[config.mk]
export PLATFORM = sky130hd
export DESIGN_NAME = blkzero_engine
export DESIGN_NICKNAME = d
export VERILOG_FILES = /design/src/rtl/blkzero_pkg.sv /design/src/rtl/blkzero_cfg.sv /design/src/rtl/blkzero_beat.sv /design/src/rtl/blkzero_fsm.sv /design/src/rtl/blkzero_engine.sv
export SDC_FILE = /design/constraint.sdc
export NUM_CORES = 1
export LEC_CHECK = 0
export BUFFER_PORTS_ARGS = -buffer_cell sky130_fd_sc_hd__buf_4
export CORE_MARGIN = 2
export CORE_UTILIZATION = 40
export CTS_CLUSTER_DIAMETER = 120
export DETAILED_ROUTE_END_ITERATION = 10
export PLACE_DENSITY = 0.68
export RECOVER_POWER = 25
export SYNTH_ARGS = -nofsm -noshare
export SYNTH_HDL_FRONTEND = slang
export SYNTH_SLANG_ARGS = --single-unit
[constraint.sdc]
create_clock -name clk -period 5.4 [get_ports clk]
set_input_delay 0.54 -clock clk [delete_from_list [all_inputs] [get_ports clk]]
set_output_delay 0.54 -clock clk [all_outputs]
set_load 0.03 [all_outputs]
[src/rtl/blkzero_pkg.sv]
package blkzero_pkg;
  typedef enum logic [2:0] {
    ST_IDLE    = 3'd0,
    ST_CHECK   = 3'd1,
    ST_WR_WORD = 3'd2,
    ST_WR_BYTE = 3'd3,
    ST_DONE    = 3'd4
  } zstate_t;
endpackage

[src/rtl/blkzero_cfg.sv]
module blkzero_cfg #(
  parameter int SIZE_W    = 13,
  parameter int BUS_BYTES = 8,
  parameter int MAX_BLOCK = 4096,
  parameter int DEF_BLOCK = 64
) (
  input  logic              clk,
  input  logic              rst_n,
  input  logic              cfg_we,
  input  logic [SIZE_W-1:0] cfg_size,
  output logic [SIZE_W-1:0] size_q,
  output logic              cfg_err
);
  localparam logic [SIZE_W-1:0] BUS_SZ = SIZE_W'(BUS_BYTES);
  localparam logic [SIZE_W-1:0] MAX_SZ = SIZE_W'(MAX_BLOCK);
  localparam logic [SIZE_W-1:0] DEF_SZ = SIZE_W'(DEF_BLOCK);

  logic size_ok;
  logic size_en;
  logic err_en;
  logic err_d;

  always_comb begin
    size_ok = (cfg_size != '0) &&
              ((cfg_size & (cfg_size - 1'b1)) == '0) &&
              (cfg_size >= BUS_SZ) && (cfg_size <= MAX_SZ);
    size_en = cfg_we && size_ok;
    err_en  = cfg_we;
    err_d   = !size_ok;
  end

  always_ff @(posedge clk or negedge rst_n) begin
    if (!rst_n) begin
      size_q <= DEF_SZ;
    end else if (size_en) begin
      size_q <= cfg_size;
    end
  end

  always_ff @(posedge clk or negedge rst_n) begin
    if (!rst_n) begin
      cfg_err <= 1'b0;
    end else if (err_en) begin
      cfg_err <= err_d;
    end
  end

  // the size in use is always a legal power of two
  a_r2_size_legal: assert property (@(posedge clk) disable iff (!rst_n)
    ($countones(size_q) == 1) && (size_q >= BUS_SZ) && (size_q <= MAX_SZ));

  // a rejected write keeps the previous size
  a_r2_reject_keeps: assert property (@(posedge clk) disable iff (!rst_n)
    (cfg_we && !size_ok) |=> ($stable(size_q) && cfg_err));
endmodule

[src/rtl/blkzero_beat.sv]
module blkzero_beat #(
  parameter int ADDR_W    = 32,
  parameter int SIZE_W    = 13,
  parameter int BUS_BYTES = 8
) (
  input  logic              clk,
  input  logic              rst_n,
  input  logic              start,
  input  logic              advance,
  input  logic [ADDR_W-1:0] req_addr,
  input  logic              req_io,
  input  logic [SIZE_W-1:0] blk_size,
  output logic [ADDR_W-1:0] base_q,
  output logic [SIZE_W-1:0] len_q,
  output logic              io_q,
  output logic [ADDR_W-1:0] beat_addr,
  output logic [BUS_BYTES-1:0] beat_strb,
  output logic              last_beat
);
  localparam int LANE_W = $clog2(BUS_BYTES);
  localparam int PAD_W  = ADDR_W - SIZE_W;
  localparam logic [SIZE_W-1:0] WORD_STEP = SIZE_W'(BUS_BYTES);
  localparam logic [SIZE_W-1:0] BYTE_STEP = SIZE_W'(1);

  logic [SIZE_W-1:0] off_q;
  logic [SIZE_W-1:0] off_d;
  logic [SIZE_W-1:0] step_w;
  logic [ADDR_W-1:0] align_mask;
  logic [ADDR_W-1:0] base_d;
  logic              off_en;
  logic              hold_en;

  always_comb begin
    step_w     = io_q ? BYTE_STEP : WORD_STEP;
    align_mask = {{PAD_W{1'b0}}, blk_size - 1'b1};
    base_d     = req_addr & ~align_mask;
    hold_en    = start;
    off_en     = start || advance;
    off_d      = start ? '0 : (off_q + step_w);
    last_beat  = ((off_q + step_w) == len_q);
    beat_addr  = base_q + {{PAD_W{1'b0}}, off_q};
  end

  always_ff @(posedge clk or negedge rst_n) begin
    if (!rst_n) begin
      base_q <= '0;
      len_q  <= '0;
      io_q   <= 1'b0;
    end else if (hold_en) begin
      base_q <= base_d;
      len_q  <= blk_size;
      io_q   <= req_io;
    end
  end

  always_ff @(posedge clk or negedge rst_n) begin
    if (!rst_n) begin
      off_q <= '0;
    end else if (off_en) begin
      off_q <= off_d;
    end
  end

  for (genvar i = 0; i < BUS_BYTES; i++) begin : g_lane
    assign beat_strb[i] = !io_q || (off_q[LANE_W-1:0] == LANE_W'(i));
  end

  // each accepted beat moves the address by one step
  a_r6_addr_step: assert property (@(posedge clk) disable iff (!rst_n)
    advance |=> (beat_addr == $past(beat_addr) + {{PAD_W{1'b0}}, $past(step_w)}));
endmodule

[src/rtl/blkzero_fsm.sv]
module blkzero_fsm
  import blkzero_pkg::*;
(
  input  logic    clk,
  input  logic    rst_n,
  input  logic    req_valid,
  input  logic    chk_resp_valid,
  input  logic    chk_ok,
  input  logic    io_sel,
  input  logic    mem_ready,
  input  logic    mem_fault,
  input  logic    last_beat,
  output zstate_t state_q,
  output logic    start,
  output logic    advance,
  output logic    fault_q
);
  zstate_t state_d;
  logic    fault_d;
  logic    fault_en;
  logic    writing;

  always_comb begin
    state_d  = state_q;
    fault_d  = 1'b0;
    fault_en = 1'b0;
    start    = 1'b0;
    advance  = 1'b0;
    writing  = (state_q == ST_WR_WORD) || (state_q == ST_WR_BYTE);
    unique case (state_q)
      ST_IDLE: begin
        if (req_valid) begin
          start   = 1'b1;
          state_d = ST_CHECK;
        end
      end
      ST_CHECK: begin
        if (chk_resp_valid) begin
          if (chk_ok) begin
            state_d = io_sel ? ST_WR_BYTE : ST_WR_WORD;
          end else begin
            state_d  = ST_DONE;
            fault_d  = 1'b1;
            fault_en = 1'b1;
          end
        end
      end
      ST_WR_WORD, ST_WR_BYTE: begin
        if (mem_ready) begin
          if (mem_fault) begin
            state_d  = ST_DONE;
            fault_d  = 1'b1;
            fault_en = 1'b1;
          end else begin
            advance = 1'b1;
            if (last_beat) begin
              state_d  = ST_DONE;
              fault_en = 1'b1;
            end
          end
        end
      end
      ST_DONE: state_d = ST_IDLE;
      default: state_d = ST_IDLE;
    endcase
  end

  always_ff @(posedge clk or negedge rst_n) begin
    if (!rst_n) begin
      state_q <= ST_IDLE;
    end else begin
      state_q <= state_d;
    end
  end

  always_ff @(posedge clk or negedge rst_n) begin
    if (!rst_n) begin
      fault_q <= 1'b0;
    end else if (fault_en) begin
      fault_q <= fault_d;
    end
  end

  // a faulting beat ends the request with a fault
  a_r8_abort: assert property (@(posedge clk) disable iff (!rst_n)
    (writing && mem_ready && mem_fault) |=> (state_q == ST_DONE) && fault_q);

  // completion lasts one cycle
  a_r10_done_once: assert property (@(posedge clk) disable iff (!rst_n)
    (state_q == ST_DONE) |=> (state_q == ST_IDLE));
endmodule

[src/rtl/blkzero_engine.sv]
module blkzero_engine
  import blkzero_pkg::*;
#(
  parameter int ADDR_W    = 32,
  parameter int BUS_BYTES = 8,
  parameter int MAX_BLOCK = 4096,
  parameter int DEF_BLOCK = 64,
  localparam int SIZE_W   = $clog2(MAX_BLOCK) + 1,
  localparam int DATA_W   = BUS_BYTES * 8
) (
  input  logic                 clk,
  input  logic                 rst_n,
  input  logic                 cfg_we,
  input  logic [SIZE_W-1:0]    cfg_size,
  output logic                 cfg_err,
  input  logic                 req_valid,
  output logic                 req_ready,
  input  logic [ADDR_W-1:0]    req_addr,
  input  logic                 req_io,
  output logic                 chk_valid,
  output logic [ADDR_W-1:0]    chk_addr,
  output logic [SIZE_W-1:0]    chk_len,
  input  logic                 chk_resp_valid,
  input  logic                 chk_ok,
  output logic                 mem_valid,
  input  logic                 mem_ready,
  output logic [ADDR_W-1:0]    mem_addr,
  output logic [DATA_W-1:0]    mem_data,
  output logic [BUS_BYTES-1:0] mem_strb,
  input  logic                 mem_fault,
  output logic                 done,
  output logic                 done_fault
);
  localparam int PAD_W = ADDR_W - SIZE_W;

  zstate_t           state_q;
  logic              start;
  logic              advance;
  logic              fault_q;
  logic [SIZE_W-1:0] size_q;
  logic              io_q;
  logic              last_beat;

  blkzero_cfg #(
    .SIZE_W(SIZE_W), .BUS_BYTES(BUS_BYTES),
    .MAX_BLOCK(MAX_BLOCK), .DEF_BLOCK(DEF_BLOCK)
  ) u_cfg (
    .clk(clk), .rst_n(rst_n), .cfg_we(cfg_we), .cfg_size(cfg_size),
    .size_q(size_q), .cfg_err(cfg_err)
  );

  blkzero_fsm u_fsm (
    .clk(clk), .rst_n(rst_n), .req_valid(req_valid),
    .chk_resp_valid(chk_resp_valid), .chk_ok(chk_ok), .io_sel(io_q),
    .mem_ready(mem_ready), .mem_fault(mem_fault), .last_beat(last_beat),
    .state_q(state_q), .start(start), .advance(advance), .fault_q(fault_q)
  );

  blkzero_beat #(
    .ADDR_W(ADDR_W), .SIZE_W(SIZE_W), .BUS_BYTES(BUS_BYTES)
  ) u_beat (
    .clk(clk), .rst_n(rst_n), .start(start), .advance(advance),
    .req_addr(req_addr), .req_io(req_io), .blk_size(size_q),
    .base_q(chk_addr), .len_q(chk_len), .io_q(io_q),
    .beat_addr(mem_addr), .beat_strb(mem_strb), .last_beat(last_beat)
  );

  always_comb begin
    req_ready  = (state_q == ST_IDLE);
    chk_valid  = (state_q == ST_CHECK);
    mem_valid  = (state_q == ST_WR_WORD) || (state_q == ST_WR_BYTE);
    mem_data   = '0;
    done       = (state_q == ST_DONE);
    done_fault = done && fault_q;
  end

  // the queried base sits on a block boundary
  a_r3_aligned: assert property (@(posedge clk) disable iff (!rst_n)
    chk_valid |-> ((chk_addr & {{PAD_W{1'b0}}, chk_len - 1'b1}) == '0));

  // writing starts only right after a grant
  a_r4_grant_first: assert property (@(posedge clk) disable iff (!rst_n)
    $rose(mem_valid) |-> $past(chk_resp_valid && chk_ok));

  // word beats write every byte lane
  a_r5_word_strb: assert property (@(posedge clk) disable iff (!rst_n)
    (mem_valid && !io_q) |-> (&mem_strb));

  // byte beats write exactly one lane
  a_r6_byte_strb: assert property (@(posedge clk) disable iff (!rst_n)
    (mem_valid && io_q) |-> ($countones(mem_strb) == 1));

  // a stalled beat is held
  a_r7_hold: assert property (@(posedge clk) disable iff (!rst_n)
    (mem_valid && !mem_ready) |=> (mem_valid && $stable(mem_addr) && $stable(mem_strb)));
endmodule

# Word-level counts from Yosys, hierarchy flattened
# Cells that the tools add are included.
# word_totals
regBits	77
input_bits	54
out_inout_bits	155
wordCells	80
# classes
add_sub_neg	4
magnitude_cmp	2
n_eq_ne	16
mux	24
n_bitwise	3
reduce_logical	23
# ops
operator	n
$add 32x13->32	1
$and 32x32->32	1
$not 13->32	1
$sub 13x1->13 const B	2
$mux 3	6
$eq 3x3->1 const B	5
$add 13x13->13	1
$and 13x13->13	1
$eq 13x13->1	1
$ge 13x4->1 const B	1
$le 13x13->1 const B	1
$logic_not 13->1	1
$mux 1	13
$mux 13	1
$reduce_bool 13->1	1
$eq 3x2->1 const B	4
$logic_or 1x1->1	10
$pmux 3 s3	1
$eq 3x1->1 const B	2
$logic_not 3->1	2
$logic_and 1x1->1	5
$mux 4	1
$ne 2x2->1 const B	2
$pmux 1 s2	2
5 further kinds	6

# Logic depth before layout (Yosys ltp)
# depth
depth_word	7
mapped_depth	10

# By module
# A second synthesis with hierarchy kept.
# hier_totals
hier_cells	585
hier_area_um2	5459.0
# modules_own_cells
mod	instances	cells_per_inst	area_each_um2	seq_area_each_um2
blkzero_beat	1	427	3985.1	1476.4
blkzero_cfg	1	66	739.5	351.6
blkzero_engine	1	70	523.0	0.0
blkzero_fsm	1	22	211.5	100.1

# Worst setup path after synthesis
# Ideal clock, no wire load.
# synth_path
path_type	flip-flop to output port
start	register u_beat.base_q[0]
end	output port mem_addr[28]
arrival_time_ns	2.766
required_ns	4.860
slack_ns	2.094
stages_incl_launch_ff	11
n_path_buf	0
path_cell_list	dfrtp_1 ha_1 inv_1 fa_1 nor2b_1 o21ai_1 a21oi_1 o31ai_1 o21bai_1 nand4_1 xnor2_1
# synth_via
elab_chain_cells	1
# synth_rtl
item	line_no	text
start: declaration	blkzero_beat.sv:13	output logic [ADDR_W-1:0] base_q,
start signal: assignment	blkzero_beat.sv:50	base_q <= base_d;
$add 32x13->32	blkzero_beat.sv:41	beat_addr = base_q + {{PAD_W{1'b0}}, off_q};
end: declaration	blkzero_engine.sv:27	output logic [ADDR_W-1:0] mem_addr,
# Every way passes these cells.

# Worst setup path after layout
# layout_path
start	register u_beat.off_q[0]
end	output port mem_addr[24]
# layout_via
elab_chain_cells	1
# layout_rtl
item	line_no	text
start: declaration	blkzero_beat.sv:25	logic [SIZE_W-1:0] off_q;
start signal: assignment	blkzero_beat.sv:58	off_q <= '0;
start signal: assignment	blkzero_beat.sv:60	off_q <= off_d;
$add 32x13->32	blkzero_beat.sv:41	
# Every way passes these cells.

==> run metrics <==
status completed; Fin Hold WS 0.360 ns; DRT antenna net count 0; global-route wire length before repair 21,800 um; chip height 119 um; root buf cell clkbuf_16; clock sinks 77; wire per inst 15.2 um; final setup violation count 0; Yosys cell types 59; CP Capture Type primary output; n_diodes 0; max-slew violation count 0; DR iter-0 viols 181; Via density 5.13; Ys Warns 0; Main synth FF type dfrtp_1; vias in the first global route 4,370; syn avg cell area 9.25 um2; Final #Nets 786; # Max-Cap Violations 0; Fmax achieved 0.260 GHz; drt pass-1 iters 5; Initial Utilization 40.6%; Synth area leaders dfrtp_1, buf_4, mux2_2; # DRC 0; GRT overflow 0; most common cell in the netlist dfrtp_1; cts hold-fix bufs 0; Mapped Cells 574; Multi-input gate area 3010 um2; crit share post-route 71.1%; EDFF count, synth 0; site row count 42; unrepaired setup endpoints after global routing false; clock tree buffer depth 2; setup tns final 0 ns; Clk pin slew, worst setup/hold paths 0.07 ns; leakage power 3.18 nW; port bufs 144; Fin. Hold Viols 0; area leader, netlist dfrtp_1; CTS tree yes; PD cells 524 nW/um2; FF+latch area 1930 um2; #FFs+latches synth 77; list of most frequent post-synthesis cells dfrtp_1, buf_4, nand2_1, o21ai_0, xnor2_1; die area 14,200 um2; initial antenna violation count 0; CP peak stage delay 0.59 ns; Async S/R FF share, synth 100%; post-route minimum period 3.84 ns; Max VDD drop 0.197 mV; critical path's slowest cell o21bai_1; CTS resizes 0; H-Tree Depth 3; Post-Syn Area 5310 um2; via count 4,593; Worst Max-Slew Pin Slew 1.03 ns; clock skew 0.0125 ns; GP Congestion 0.904; WL final 13,600 um; GR Util All Layers 19.0%; required time of the critical path 4.86 ns; delay-heaviest family, CP compound AO/OA/AOI/OAI gates; largest net degree at the start of global routing 78; fin util 50.5%; Post-CTS Setup Bufs 0; Fillers 1,216; area fraction of the dominant cell type after synthesis 35.8%; data arrival time of the critical path 3.30 ns; core footprint 13,100 um2; Die Wd 119 um; worst-path fanout max 9; worst min path class input port to asynchronous set/reset pin; dpl hpwl 10,700 um; worst path bufs/invs 2; CP cell instances ha_1 > inv_1 > fa_1 > nor2b_1 > o21ai_1 > a21oi_1 > o31ai_1 > o21bai_1 > nand3_1 > xnor2_1 > buf_4; Setup crit start kind register; share of cells above drive strength 1 28.8%; kind of critical path register to primary output; headroom to the max-slew limit 31.5%; worst-skew pair later-pin latency 0.34 ns; sequential share of the synthesized area 36.3%; TritonCTS buffer count 9; Area growth, synth to finish 24.3%; Ports 209
## state kept, by name (all words and copies together) (netlist names)
| signal | cells |
|---|---|
| u_beat.base_q | 32 |
| u_beat.io_q | 1 |
| u_beat.len_q | 13 |
| u_beat.off_q | 13 |
| u_cfg.cfg_err | 1 |
| u_cfg.size_q | 13 |
| u_fsm.fault_q | 1 |
| u_fsm.state_q | 3 |
## logic make-up (layout without fill, tap and decap cells)
group | after synthesis | in the layout | share of synthesized area, %
and+or+nand+nor | 175 | 175 | 16.7
DFF | 77 | 77 | 36.3
muxes | 44 | 44 | 9.68
other | 1 | 64 | 0.0706
xor gates and xnor gates | 54 | 54 | 8.90
adders and majority gates | 18 | 18 | 4.38
AOI/OAI and AO/OA | 108 | 108 | 12.4
buffers and inverters | 97 | 179 | 11.6
## routing by layer
metal	GRT usage, %	wire length, um	vias to the layer above
li1	-	-	2177
met1	23.6	5550	2217
met5	0	0	-
met2	33.2	7020	177
met3	3.11	783	22
met4	6.77	270	0
## stage by stage
step	power (W)	setup slack (ns)	instance area, um2	cells
detailed placement	0.00287	1.95	6310	879
floorplan	0.00219	2.09	5550	637
finish	0.00346	1.56	6600	895
global placement	0.00283	2.05	6310	879
CTS	0.00347	1.58	6600	895
global route	0.00363	1.33	6600	895
## report_power, final
group	internal [W]	switching, W	leakage (nW)	total, W
clock network	0.000360	0.000242	0.132	0.000601
registers	0.000729	0.000202	0.980	0.000932
logic	0.000714	0.00121	2.07	0.00193
## worst paths after layout
kind,startpoint,end,slack (ns),cells past startpoint
worst max-delay path,u_beat.off_q[0],mem_addr[24],1.56,11
worst min-delay path,rst_n,u_beat.base_q[31],0.36,1
worst max register to register,u_beat.io_q,u_fsm.state_q[2],2.47,9
worst min register to register,u_cfg.cfg_err,u_cfg.cfg_err,0.51,2
max in group asynchronous,rst_n,u_beat.base_q[16],4.39,1
min in group clk,req_io,u_beat.io_q,0.42,2
## cell usage in the layout, fill, tap and decap left out, types with 7 or more instances in the layout
master | Yosys | layout
a21oi_1 | 19 | 19
buf_4 | 64 | 145
clkbuf_16 | 0 | 9
conb_1 | 1 | 64
dfrtp_1 | 76 | 76
ha_1 | 17 | 17
inv_1 | 18 | 18
mux2_2 | 34 | 34
nand2_1 | 53 | 52
nand3_1 | 21 | 21
nand4_1 | 12 | 12
nor2_1 | 27 | 27
nor2b_1 | 7 | 7
nor3_1 | 12 | 12
o21ai_0 | 50 | 50
o31ai_1 | 7 | 7
xnor2_1 | 35 | 35
xor2_1 | 19 | 19
## layout make-up
type	count	area share, %
Clock buffer	11	3.52
Clock inverter	5	0.928
Inverter	18	1.02
Multi-Input combinational cell	463	45.5
Sequential cell	77	29.2
Tap cell	176	3.33
Timing Repair Buffer	145	16.5
Power figures use the tool's default switching activity.
